**config.mk**
```make
export PLATFORM = sky130hd
export DESIGN_NAME = prio_classifier
export DESIGN_NICKNAME = d
export VERILOG_FILES = /design/src/rtl/pc_pkg.sv /design/src/rtl/pc_hdr_parser.sv /design/src/rtl/pc_prio_resolve.sv /design/src/rtl/pc_result_reg.sv /design/src/rtl/prio_classifier.sv
export SDC_FILE = /design/constraint.sdc
export NUM_CORES = 1
export LEC_CHECK = 0
export ABC_AREA = 1
export BUFFER_PORTS_ARGS = -buffer_cell sky130_fd_sc_hd__buf_2
export CAP_MARGIN = 20
export CELL_PAD_IN_SITES_DETAIL_PLACEMENT = 0
export CELL_PAD_IN_SITES_GLOBAL_PLACEMENT = 1
export CORE_UTILIZATION = 31
export DETAILED_ROUTE_END_ITERATION = 10
export PLACE_DENSITY_LB_ADDON = 0.1
export SETUP_SLACK_MARGIN = 0.05
export SYNTH_ARGS = -nofsm -noshare
export SYNTH_HDL_FRONTEND = slang
export SYNTH_HIERARCHICAL = 1
export SYNTH_SLANG_ARGS = --single-unit
```
**constraint.sdc**
```tcl
create_clock -name clk -period 7.15 [get_ports clk]
set_input_delay 0.715 -clock clk [delete_from_list [all_inputs] [get_ports clk]]
set_output_delay 0.715 -clock clk [all_outputs]
set_load 0.02 [all_outputs]
```
**src/rtl/pc_pkg.sv**
```systemverilog
`timescale 1ns/1ps
package pc_pkg;
  localparam int PRIO_W  = 3;
  localparam int QUEUE_W = 2;
  localparam int DSCP_W  = 6;
  localparam int PRIO_N  = 1 << PRIO_W;
  localparam int DSCP_N  = 1 << DSCP_W;

  localparam logic [15:0] TPID_VLAN = 16'h8100;
  localparam logic [15:0] ET_IPV4   = 16'h0800;
  localparam logic [15:0] ET_IPV6   = 16'h86DD;

  typedef enum logic [1:0] {
    SRC_DFLT = 2'd0,
    SRC_VLAN = 2'd1,
    SRC_IP   = 2'd2,
    SRC_DA   = 2'd3
  } src_e;

  typedef struct packed {
    logic              pcp_ok;
    logic [PRIO_W-1:0] pcp;
    logic              is_v4;
    logic              is_v6;
    logic [DSCP_W-1:0] dscp;
  } hdr_t;
endpackage

```
**src/rtl/pc_hdr_parser.sv**
```systemverilog
`timescale 1ns/1ps
module pc_hdr_parser import pc_pkg::*; #(
  parameter int PORT_W = 2,
  parameter int OFF_W  = 5
) (
  input  logic              clk,
  input  logic              rst,
  input  logic              in_valid,
  input  logic              in_sof,
  input  logic              in_eof,
  input  logic [7:0]        in_data,
  input  logic [PORT_W-1:0] in_port,
  output logic              fire,
  output hdr_t              hdr,
  output logic [PORT_W-1:0] port
);
  // byte offsets of the fields
  localparam logic [OFF_W-1:0] O_TYPE_LO = OFF_W'(13);
  localparam logic [OFF_W-1:0] O_TCI_HI  = OFF_W'(14);
  localparam logic [OFF_W-1:0] O_ETYP_T  = OFF_W'(17);
  localparam logic [OFF_W-1:0] O_IP0_U   = OFF_W'(14);
  localparam logic [OFF_W-1:0] O_IP0_T   = OFF_W'(18);
  localparam logic [OFF_W-1:0] O_TOS_U   = OFF_W'(15);
  localparam logic [OFF_W-1:0] O_TOS_T   = OFF_W'(19);
  localparam logic [OFF_W-1:0] O_MAX     = '1;

  logic [OFF_W-1:0]  off_q, off;
  logic              done_q, take, tos_hit;
  logic              tag_q, tag_b, tag_n;
  logic [7:0]        prev_q;
  logic [15:0]       et_q, et_b, et_n;
  logic [3:0]        ip0_q, ip0_b, ip0_n;
  logic [PRIO_W-1:0] pcp_q, pcp_b, pcp_n;
  logic              pok_q, pok_b, pok_n;
  logic [PORT_W-1:0] port_q;

  always_comb begin
    off   = in_sof ? '0 : off_q;
    tag_b = in_sof ? 1'b0 : tag_q;
    et_b  = in_sof ? '0 : et_q;
    ip0_b = in_sof ? '0 : ip0_q;
    pcp_b = in_sof ? '0 : pcp_q;
    pok_b = in_sof ? 1'b0 : pok_q;
    tag_n = tag_b;
    et_n  = et_b;
    ip0_n = ip0_b;
    pcp_n = pcp_b;
    pok_n = pok_b;
    if (off == O_TYPE_LO) begin
      tag_n = ({prev_q, in_data} == TPID_VLAN);
      et_n  = {prev_q, in_data};
    end
    if (tag_b && off == O_TCI_HI) begin
      pcp_n = in_data[7:5];
      pok_n = 1'b1;
    end
    if (tag_b && off == O_ETYP_T) et_n = {prev_q, in_data};
    if (off == (tag_b ? O_IP0_T : O_IP0_U)) ip0_n = in_data[3:0];
    tos_hit = (off == (tag_b ? O_TOS_T : O_TOS_U));
    take    = in_valid && (in_sof || !done_q);
    fire    = take && (in_eof || tos_hit);
    port    = in_sof ? in_port : port_q;
    hdr.pcp_ok = pok_n;
    hdr.pcp    = pcp_n;
    hdr.is_v4  = tos_hit && (et_b == ET_IPV4);
    hdr.is_v6  = tos_hit && (et_b == ET_IPV6);
    hdr.dscp   = hdr.is_v6 ? {ip0_b, in_data[7:6]} : in_data[7:2];
  end

  always_ff @(posedge clk) begin
    if (rst) begin
      off_q  <= '0;
      done_q <= 1'b1;
      tag_q  <= 1'b0;
      prev_q <= '0;
      et_q   <= '0;
      ip0_q  <= '0;
      pcp_q  <= '0;
      pok_q  <= 1'b0;
      port_q <= '0;
    end else if (take) begin
      off_q  <= (off == O_MAX) ? off : off + 1'b1;
      done_q <= fire;
      tag_q  <= tag_n;
      prev_q <= in_data;
      et_q   <= et_n;
      ip0_q  <= ip0_n;
      pcp_q  <= pcp_n;
      pok_q  <= pok_n;
      port_q <= port;
    end
  end
endmodule

```
**src/rtl/pc_prio_resolve.sv**
```systemverilog
`timescale 1ns/1ps
module pc_prio_resolve import pc_pkg::*; #(
  parameter int NUM_PORTS = 3,
  parameter int PORT_W    = 2
) (
  input  hdr_t                        hdr,
  input  logic [PORT_W-1:0]           port,
  input  logic                        da_valid,
  input  logic [PRIO_W-1:0]           da_prio,
  input  logic                        cfg_da_en,
  input  logic                        cfg_ip_en,
  input  logic                        cfg_dscp_en,
  input  logic                        cfg_vlan_en,
  input  logic [DSCP_N*PRIO_W-1:0]    dscp_tbl,
  input  logic [NUM_PORTS*PRIO_N*PRIO_W-1:0] regen_tbl,
  input  logic [NUM_PORTS*PRIO_W-1:0] dflt_tbl,
  output logic [PRIO_W-1:0]           prio,
  output src_e                        src
);
  logic              ip_ok, port_ok;
  logic [PRIO_W-1:0] ip_prio, vlan_prio, dflt_prio;
  int                pi;

  always_comb begin
    pi      = int'(port);
    port_ok = (pi < NUM_PORTS);
    // IPv6 only counts when DSCP mapping is on; R8: other types never
    ip_ok   = cfg_ip_en && (hdr.is_v4 || (hdr.is_v6 && cfg_dscp_en));

    ip_prio = cfg_dscp_en ? dscp_tbl[int'(hdr.dscp)*PRIO_W +: PRIO_W]
                          : hdr.dscp[DSCP_W-1 -: PRIO_W];
    vlan_prio = port_ok ? regen_tbl[(pi*PRIO_N + int'(hdr.pcp))*PRIO_W +: PRIO_W] : '0;
    dflt_prio = port_ok ? dflt_tbl[pi*PRIO_W +: PRIO_W] : '0;
    // fixed ranking: R9, then IP, then R4, then R10
    if (da_valid && cfg_da_en) begin
      prio = da_prio;
      src  = SRC_DA;
    end else if (ip_ok) begin
      prio = ip_prio;
      src  = SRC_IP;
    end else if (cfg_vlan_en && hdr.pcp_ok) begin
      prio = vlan_prio;
      src  = SRC_VLAN;
    end else begin
      prio = dflt_prio;
      src  = SRC_DFLT;
    end
  end
endmodule

```
**src/rtl/pc_result_reg.sv**
```systemverilog
`timescale 1ns/1ps
module pc_result_reg import pc_pkg::*; (
  input  logic                      clk,
  input  logic                      rst,
  input  logic                      fire,
  input  logic [PRIO_W-1:0]         prio,
  input  src_e                      src,
  input  logic [PRIO_N*QUEUE_W-1:0] tc_tbl,
  output logic                      res_valid,
  output logic [PRIO_W-1:0]         res_prio,
  output logic [QUEUE_W-1:0]        res_queue,
  output logic [1:0]                res_src
);
  always_ff @(posedge clk) begin
    if (rst) begin
      res_valid <= 1'b0;
      res_prio  <= '0;
      res_queue <= '0;
      res_src   <= '0;
    end else begin
      res_valid <= fire;
      if (fire) begin
        res_prio  <= prio;
        res_queue <= tc_tbl[int'(prio)*QUEUE_W +: QUEUE_W];
        res_src   <= src;
      end
    end
  end
endmodule

```
**src/rtl/prio_classifier.sv**
```systemverilog
`timescale 1ns/1ps
module prio_classifier import pc_pkg::*; #(
  parameter int NUM_PORTS = 3,
  parameter int PORT_W    = (NUM_PORTS > 1) ? $clog2(NUM_PORTS) : 1
) (
  input  logic                               clk,
  input  logic                               rst,
  input  logic                               in_valid,
  input  logic                               in_sof,
  input  logic                               in_eof,
  input  logic [7:0]                         in_data,
  input  logic [PORT_W-1:0]                  in_port,
  input  logic                               da_valid,
  input  logic [PRIO_W-1:0]                  da_prio,
  input  logic                               cfg_da_en,
  input  logic                               cfg_ip_en,
  input  logic                               cfg_dscp_en,
  input  logic                               cfg_vlan_en,
  input  logic [DSCP_N*PRIO_W-1:0]           dscp_tbl,
  input  logic [NUM_PORTS*PRIO_N*PRIO_W-1:0] regen_tbl,
  input  logic [NUM_PORTS*PRIO_W-1:0]        dflt_tbl,
  input  logic [PRIO_N*QUEUE_W-1:0]          tc_tbl,
  output logic                               res_valid,
  output logic [PRIO_W-1:0]                  res_prio,
  output logic [QUEUE_W-1:0]                 res_queue,
  output logic [1:0]                         res_src
);
  logic              fire;
  hdr_t              hdr;
  logic [PORT_W-1:0] port;
  logic [PRIO_W-1:0] prio;
  src_e              src;

  pc_hdr_parser #(.PORT_W(PORT_W), .OFF_W(5)) u_parse (
    .clk(clk), .rst(rst), .in_valid(in_valid), .in_sof(in_sof),
    .in_eof(in_eof), .in_data(in_data), .in_port(in_port),
    .fire(fire), .hdr(hdr), .port(port)
  );

  pc_prio_resolve #(.NUM_PORTS(NUM_PORTS), .PORT_W(PORT_W)) u_resolve (
    .hdr(hdr), .port(port), .da_valid(da_valid), .da_prio(da_prio),
    .cfg_da_en(cfg_da_en), .cfg_ip_en(cfg_ip_en), .cfg_dscp_en(cfg_dscp_en),
    .cfg_vlan_en(cfg_vlan_en), .dscp_tbl(dscp_tbl), .regen_tbl(regen_tbl),
    .dflt_tbl(dflt_tbl), .prio(prio), .src(src)
  );

  pc_result_reg u_out (
    .clk(clk), .rst(rst), .fire(fire), .prio(prio), .src(src),
    .tc_tbl(tc_tbl), .res_valid(res_valid), .res_prio(res_prio),
    .res_queue(res_queue), .res_src(res_src)
  );
endmodule

```
==> results.md, run 1 <==
* Final ANT Viol Nets at 0
* Max Fclk at 207.2 MHz
* P_leak at 4.309 nW
* Initial Utilization at 31.75%
* Clock transition at path regs at 60 ps
* Crit share post-route at 67.50%
* Critical Path End Type: flip-flop
* Cell Rows at 50
* Layout cells sized above 1 at 25.51%
* Synth Register Bits at 49
* Mapped Nets at 1480
* Initial antenna violation count at 12
* Gate Count Post-Synth at 1168
* Worst Tran Pin Value at 1117 ps
* Setup TNS at 0 ps
* RSZ-0062 raised after global routing: false
* Gr usage total at 25.92%
* Hold-fix buffers, CTS at 0
* Mean post-synth cell area at 5.118 sq um
* Synth warn at 6
* TritonCTS clock tree: done
* Post-route cell area at 0.007724 sq mm
* Cts repair resizes at 0
* # Max-Cap Violations at 0
* Peak supply drop at 0.1017 mV
* WL final at 26360 um
* Final hold viol count at 0
* # DRC at 0
* Clock buffer count from CTS at 5
* Largest net degree at the start of global routing at 118
* GR Overflow Total at 0
* Top-Level Pins at 320
* Placer congestion estimate at 0.8843
* Nets at 1742
* Worst-path fanout max at 117
* First-pass iteration count of the detailed router at 5
* Area Growth Syn to Fin at 29.20%
* DP Area at 0.007553 sq mm
* Clk_lat worst skew at 280 ps
* Clock buffer depth at 2
* Die area at 0.01984 sq mm
* Worst hold path type: flip-flop to flip-flop
* CTS Sinks at 49
* DRT iter0 DRCs at 435
* Mapped cell area at 0.005978 sq mm
* Chip width at 140.9 um
* Sequential area share after synthesis at 16.41%
* Routed len/inst at 15.48 um
* Pwr dens at 117.9 mW/mm^2
* Critical path class: input pin to flip-flop
* Via density per instance at 4.803
* Post-layout min period at 4826 ps
* CP arrival at 5010 ps
* Via count at 8180
* I/O Buffers at 319
* RR Startpoint: u_parse/off_q[4]
* Root Buffer: clkbuf_16
* H-Tree Depth at 2
* Worst setup startpoint: in_sof
* Setup Buffers After CTS at 0
* Max_slew headroom at 25.55%
* Core area at 0.01883 sq mm
* Worst Path Required at 7340 ps
* Die span in y at 140.9 um
* Final setup vio count at 0
* Unique masters post-synth at 33
* Hold_sp: u_parse/port_q[1]
* Vias in the first global route at 7712
* Status: complete, no violations
* Setup Skew at 3.647 ps
* Slew Viols, Final at 0
* DP HPWL at 20340 um
* Startpoint types: input pin
* First-pass GRT wire length at 40780 um
-- worst max-delay path: stages --
cell and delay [ps]:
buf_2 230, inv_2 350, nand2_1 140, nor2_2 200
inv_2 60, o21ai_4 100, nand2_4 90, nor3_4 250
nand2_1 140, nand2_4 80, buf_4 810, nand2_1 130
o211ai_1 130, nand3_1 110, nand2_1 120, nand2_1 50
nand3_1 110, nand3_1 80, nand3_1 90, nand3_1 350
inv_8 210, nand2_2 50, nand3_1 60, nand2_1 60
nand2_1 50, nand3_1 60, nand2_1 60, inv_1 40
-- kinds of logic after synthesis --
| family | share of synthesized area, % |
|---|---|
| AND/OR/NAND/NOR | 56.32 |
| buffers and inverters | 14.63 |
| AO/OA/AOI/OAI | 12.49 |
| flip-flops | 16.41 |
| XOR/XNOR | 0.1465 |
-- report_power, final --
part / total [mW] / switching (mW) / internal [mW] / leakage, nW
logic: 0.375 / 0.224 / 0.151 / 3.84
registers: 0.304 / 0.0120 / 0.292 / 0.403
clock network: 0.232 / 0.102 / 0.130 / 0.0642
total: 0.911 / 0.338 / 0.573 / 4.31
-- state kept, by name, summed over array words and instances, names as in the netlist --
register / flops
u_parse/off_q: 5
u_out/res_src: 2
u_out/res_valid: 1
u_parse/port_q: 2
u_out/res_queue: 2
u_parse/pok_q: 1
u_parse/et_q: 16
u_parse/done_q: 1
u_parse/prev_q: 8
u_parse/pcp_q: 3
u_parse/tag_q: 1
u_parse/ip0_q: 4
u_out/res_prio: 3
-- cell usage in the layout, fill, tap and decap left out, drive strengths merged, types with 4 or more instances in the layout --
cell,n
nand2,416
buf,327
nand3,198
nor2,155
inv,118
o21ai,77
dfxtp,49
a21oi,39
o211ai,19
diode,12
nor3,9
clkbuf,7
nand4,6
or2,4
-- layer usage --
| metal | global-route usage, % | vias up | wire [um] |
|---|---|---|---|
| li1 | - | 4248 | - |
| met1 | 32.52 | 3643 | 11650 |
| met2 | 45.74 | 265 | 12810 |
| met3 | 3.940 | 24 | 1500 |
| met4 | 7.265 | 0 | 391 |
| met5 | 0 | - | 0 |
-- layout make-up --
cell class / count / area (sq um)
Tap cell: 260 / 325.3
Clock buffer: 7 / 132.6
Inverter: 120 / 457.9
Fill cell: 2271 / 11110
Antenna cell: 12 / 30.03
Multi-Input combinational cell: 927 / 4133
Timing Repair Buffer: 327 / 1657
Sequential cell: 49 / 980.9
Clock inverter: 1 / 7.507
-- per-stage QoR --
stage / std cells / hold slack (ps) / total power, mW / setup slack [ps] / util (%)
after global placement: 1683 / 439.2 / 0.6851 / 2136 / 40.11
final: 1703 / 447.0 / 0.9109 / 2324 / 41.02
after floorplan: 1168 / 424.4 / 0.5379 / 3886 / -
after global routing: 1702 / 489.4 / 0.9784 / 1796 / 41.00
after CTS: 1691 / 454.2 / 0.9197 / 2337 / 40.86
after detailed placement: 1683 / 443.6 / 0.6846 / 2030 / 40.11
-- path summary, 6_finish.rpt --
kind / end / cells after the start / slack [ps]
setup / recovery: u_out/res_queue[1] / 28 / 2320
hold / removal: u_parse/port_q[1] / 2 / 450
setup reg to reg: u_out/res_queue[1] / 26 / 2950
hold reg to reg: u_parse/port_q[1] / 2 / 450
-- synthesized netlist by cell type --
cell / n / area share [%]
a21oi_1: 39 / 3.3
inv_2: 10 / 0.63
clkinv_1: 2 / 0.13
dfxtp_1: 49 / 16
nor2_1: 149 / 9.4
nand3b_1: 1 / 0.13
clkbuf_1: 12 / 0.75
o21ai_0: 57 / 4.8
o211ai_1: 19 / 2.4
buf_4: 9 / 1.1
nor2_8: 1 / 0.33
o21ai_4: 1 / 0.27
nand3_4: 2 / 0.59
inv_1: 107 / 6.7
or2_1: 3 / 0.31
nor3_1: 8 / 0.67
or2_0: 1 / 0.10
nand4_1: 6 / 0.63
nand2_4: 3 / 0.57
nor2_2: 3 / 0.31
nor2_4: 2 / 0.38
nand2_2: 4 / 0.42
a31oi_1: 2 / 0.21
xor2_1: 1 / 0.15
o21ai_1: 19 / 1.6
nand3_1: 194 / 16
buf_2: 36 / 3.0
nand3_2: 2 / 0.33
nand2_1: 409 / 26
nor3_4: 1 / 0.27
inv_8: 1 / 0.19
buf_1: 6 / 0.38
buf_6: 9 / 1.7
(Power assumes the default switching activity.)
==> run 2: changes to the inputs <==
--- a/config.mk
+++ b/config.mk
@@ -10,7 +10,7 @@
 export CAP_MARGIN = 20
 export CELL_PAD_IN_SITES_DETAIL_PLACEMENT = 0
 export CELL_PAD_IN_SITES_GLOBAL_PLACEMENT = 1
-export CORE_UTILIZATION = 31
+export CORE_UTILIZATION = 29
 export DETAILED_ROUTE_END_ITERATION = 10
 export PLACE_DENSITY_LB_ADDON = 0.1
 export SETUP_SLACK_MARGIN = 0.05
==> constraint.sdc (replaced) <==
create_clock -name clk -period 4.6 [get_ports clk]
set_input_delay 0.46 -clock clk [delete_from_list [all_inputs] [get_ports clk]]
set_output_delay 0.46 -clock clk [all_outputs]
set_load 0.02 [all_outputs]
==> results.md, run 2 (same netlist as run 1, synthesis figures left out) <==
* WL final at 26390 um
* Clk_lat worst skew at 290 ps
* Placer congestion estimate at 0.8755
* Metal3 WL at 1556 um
* Clock transition at path regs at 70 ps
* Cells after DPL at 1706
* Setup Skew at 4.741 ps
* Die span in y at 145.6 um
* Top Metal Used: met4
* Comb pwr share at 39.6%
* Final setup vio count at 0
* # DRC at 0
* Gr usage total at 24.33%
* Initial Utilization at 29.54%
* Top-Level Pins at 320
* Setup Buffers After CTS at 0
* P_sw at 0.5303 mW
* Vias in the first global route at 7727
* Flop2flop setup slack at 1040 ps
* Die area at 0.02119 sq mm
* Max_slew headroom at 34.10%
* Layout cells sized above 1 at 26.18%
* CTS Sinks at 49
* Chip width at 145.6 um
* Core area at 0.02023 sq mm
* Area Growth Syn to Fin at 32.34%
* Cts repair resizes at 0
* Final Non-Filler Cells at 1720
* Sw Share at 35.30%
* Worst R2R Path Depth at 28
* DP HPWL at 20730 um
* Worst Tran Pin Value at 978.2 ps
* Int Pwr at 0.9720 mW
* Nets at 1755
* Biggest register: u_parse/et_q
* Worst-path fanout max at 35
* Worst hold path type: flip-flop to flip-flop
* Post-layout min period at 3932 ps
* Peak supply drop at 0.1347 mV
* Cell Rows at 52
* Largest net degree at the start of global routing at 62
* Final hold viol count at 0
* Crit share post-route at 85.48%
* Via count at 8166
* Clock buffer depth at 2
* Initial antenna violation count at 5
* Critical path class: input pin to flip-flop
* FF-to-FF End: u_out/res_queue[0]
* H-Tree Depth at 2
* Max FFs per register at 16
* Commonest non-fill, non-tap cell in the layout: nand2_1
* M1 wire length at 11550 um
* Post-route cell area at 0.007911 sq mm
* Critical path's slowest cell: nand3_1
* Max Fclk at 254.3 MHz
* Final ANT Viol Nets at 0
* RSZ-0062 raised after global routing: false
* GR Overflow Total at 0
* Hold-fix buffers, CTS at 0
* Fillers at 2416
* Status: complete, no violations
* Slew Viols, Final at 0
* TritonCTS clock tree: done
* Most frequent cells in the layout: nand2_1 (408), buf_2 (319), nand3_1 (194)
* Critical Path End Type: flip-flop
* Largest registers: u_parse/et_q: 16 flops, u_parse/prev_q: 8 flops, u_parse/off_q: 5 flops
* Hold path cells at 2
* RR Startpoint: u_parse/tag_q
* Clock power share at 28.9%
* Worst Path Required at 4790 ps
* First-pass iteration count of the detailed router at 4
* Hold EP: u_parse/port_q[0]
* First-pass GRT wire length at 41340 um
* Routed len/inst at 15.34 um
* Max incr delay on CP at 380 ps
* Clock buffer count from CTS at 5
* Setup TNS at 0 ps
* P_leak at 4.416 nW
* CP arrival at 4120 ps
* Hold_sp: u_parse/port_q[0]
* Root Buffer: clkbuf_16
* # Max-Cap Violations at 0
* Startpoint types: input pin
* DP Area at 0.007724 sq mm
* Via density per instance at 4.748
* Pwr dens at 189.9 mW/mm^2
* DRT iter0 DRCs at 418
* Routed wl met2 at 12890 um
* Crit-path most repeated cell: nand2_1
* I/O Buffers at 319
* Sequential share of power at 31.4%
[run 2: final cells by class]
cell class / instances / area, sq um / share of cell area [%]
well taps: 270 / 337.8 / 4.270
clock inverters: 1 / 30.03 / 0.3796
clock buffers: 7 / 142.6 / 1.803
diodes: 6 / 15.01 / 0.1898
repair buffers: 340 / 1817 / 22.96
inverters: 120 / 457.9 / 5.788
multi-input cells: 927 / 4130 / 52.21
flip-flops and latches: 49 / 980.9 / 12.40
[run 2: power groups by stage]
stage	clock, mW	sequential [mW]	combinational, mW
floorplan	0	0.483	0.354
global placement	0	0.482	0.599
CTS	0.451	0.472	0.601
global route	0.464	0.475	0.672
detailed placement	0	0.482	0.598
finish	0.435	0.472	0.595
[run 2: through the flow]
step / hold slack (ps) / total power, mW / utilization (%) / setup WS, ps
after floorplan: 424.4 / 0.8361 / - / 1591
after global placement: 438.4 / 1.081 / 38.17 / 417.4
after detailed placement: 440.6 / 1.079 / 38.17 / 338.7
after CTS: 451.6 / 1.524 / 39.02 / 645.4
after global routing: 480.6 / 1.612 / 39.07 / 243.2
final: 446.7 / 1.502 / 39.10 / 668.1
[run 2: worst max-delay path by stage]
stage,start,endpoint,slack [ps],cells past startpoint
floorplan,in_sof,u_out/res_queue[1],1590,29
global placement,in_sof,u_out/res_queue[0],420,26
detailed placement,in_sof,u_out/res_queue[0],340,28
CTS,in_sof,u_out/res_queue[0],650,28
global route,in_sof,u_out/res_queue[0],240,30
finish,in_sof,u_out/res_queue[0],670,30
[run 2: critical path, delay by kind of cell]
kind            cells  cell delay, ps
simple gates       22            2360
buf+inv             7            1170
compound gates      1             100
[run 2: layer usage]
layer  global-route usage [%]  vias up
met2                    42.84      254
met3                    4.075       29
met4                    5.842        0
met5                        0        -
met1                    30.76     3611
li1                         -     4272
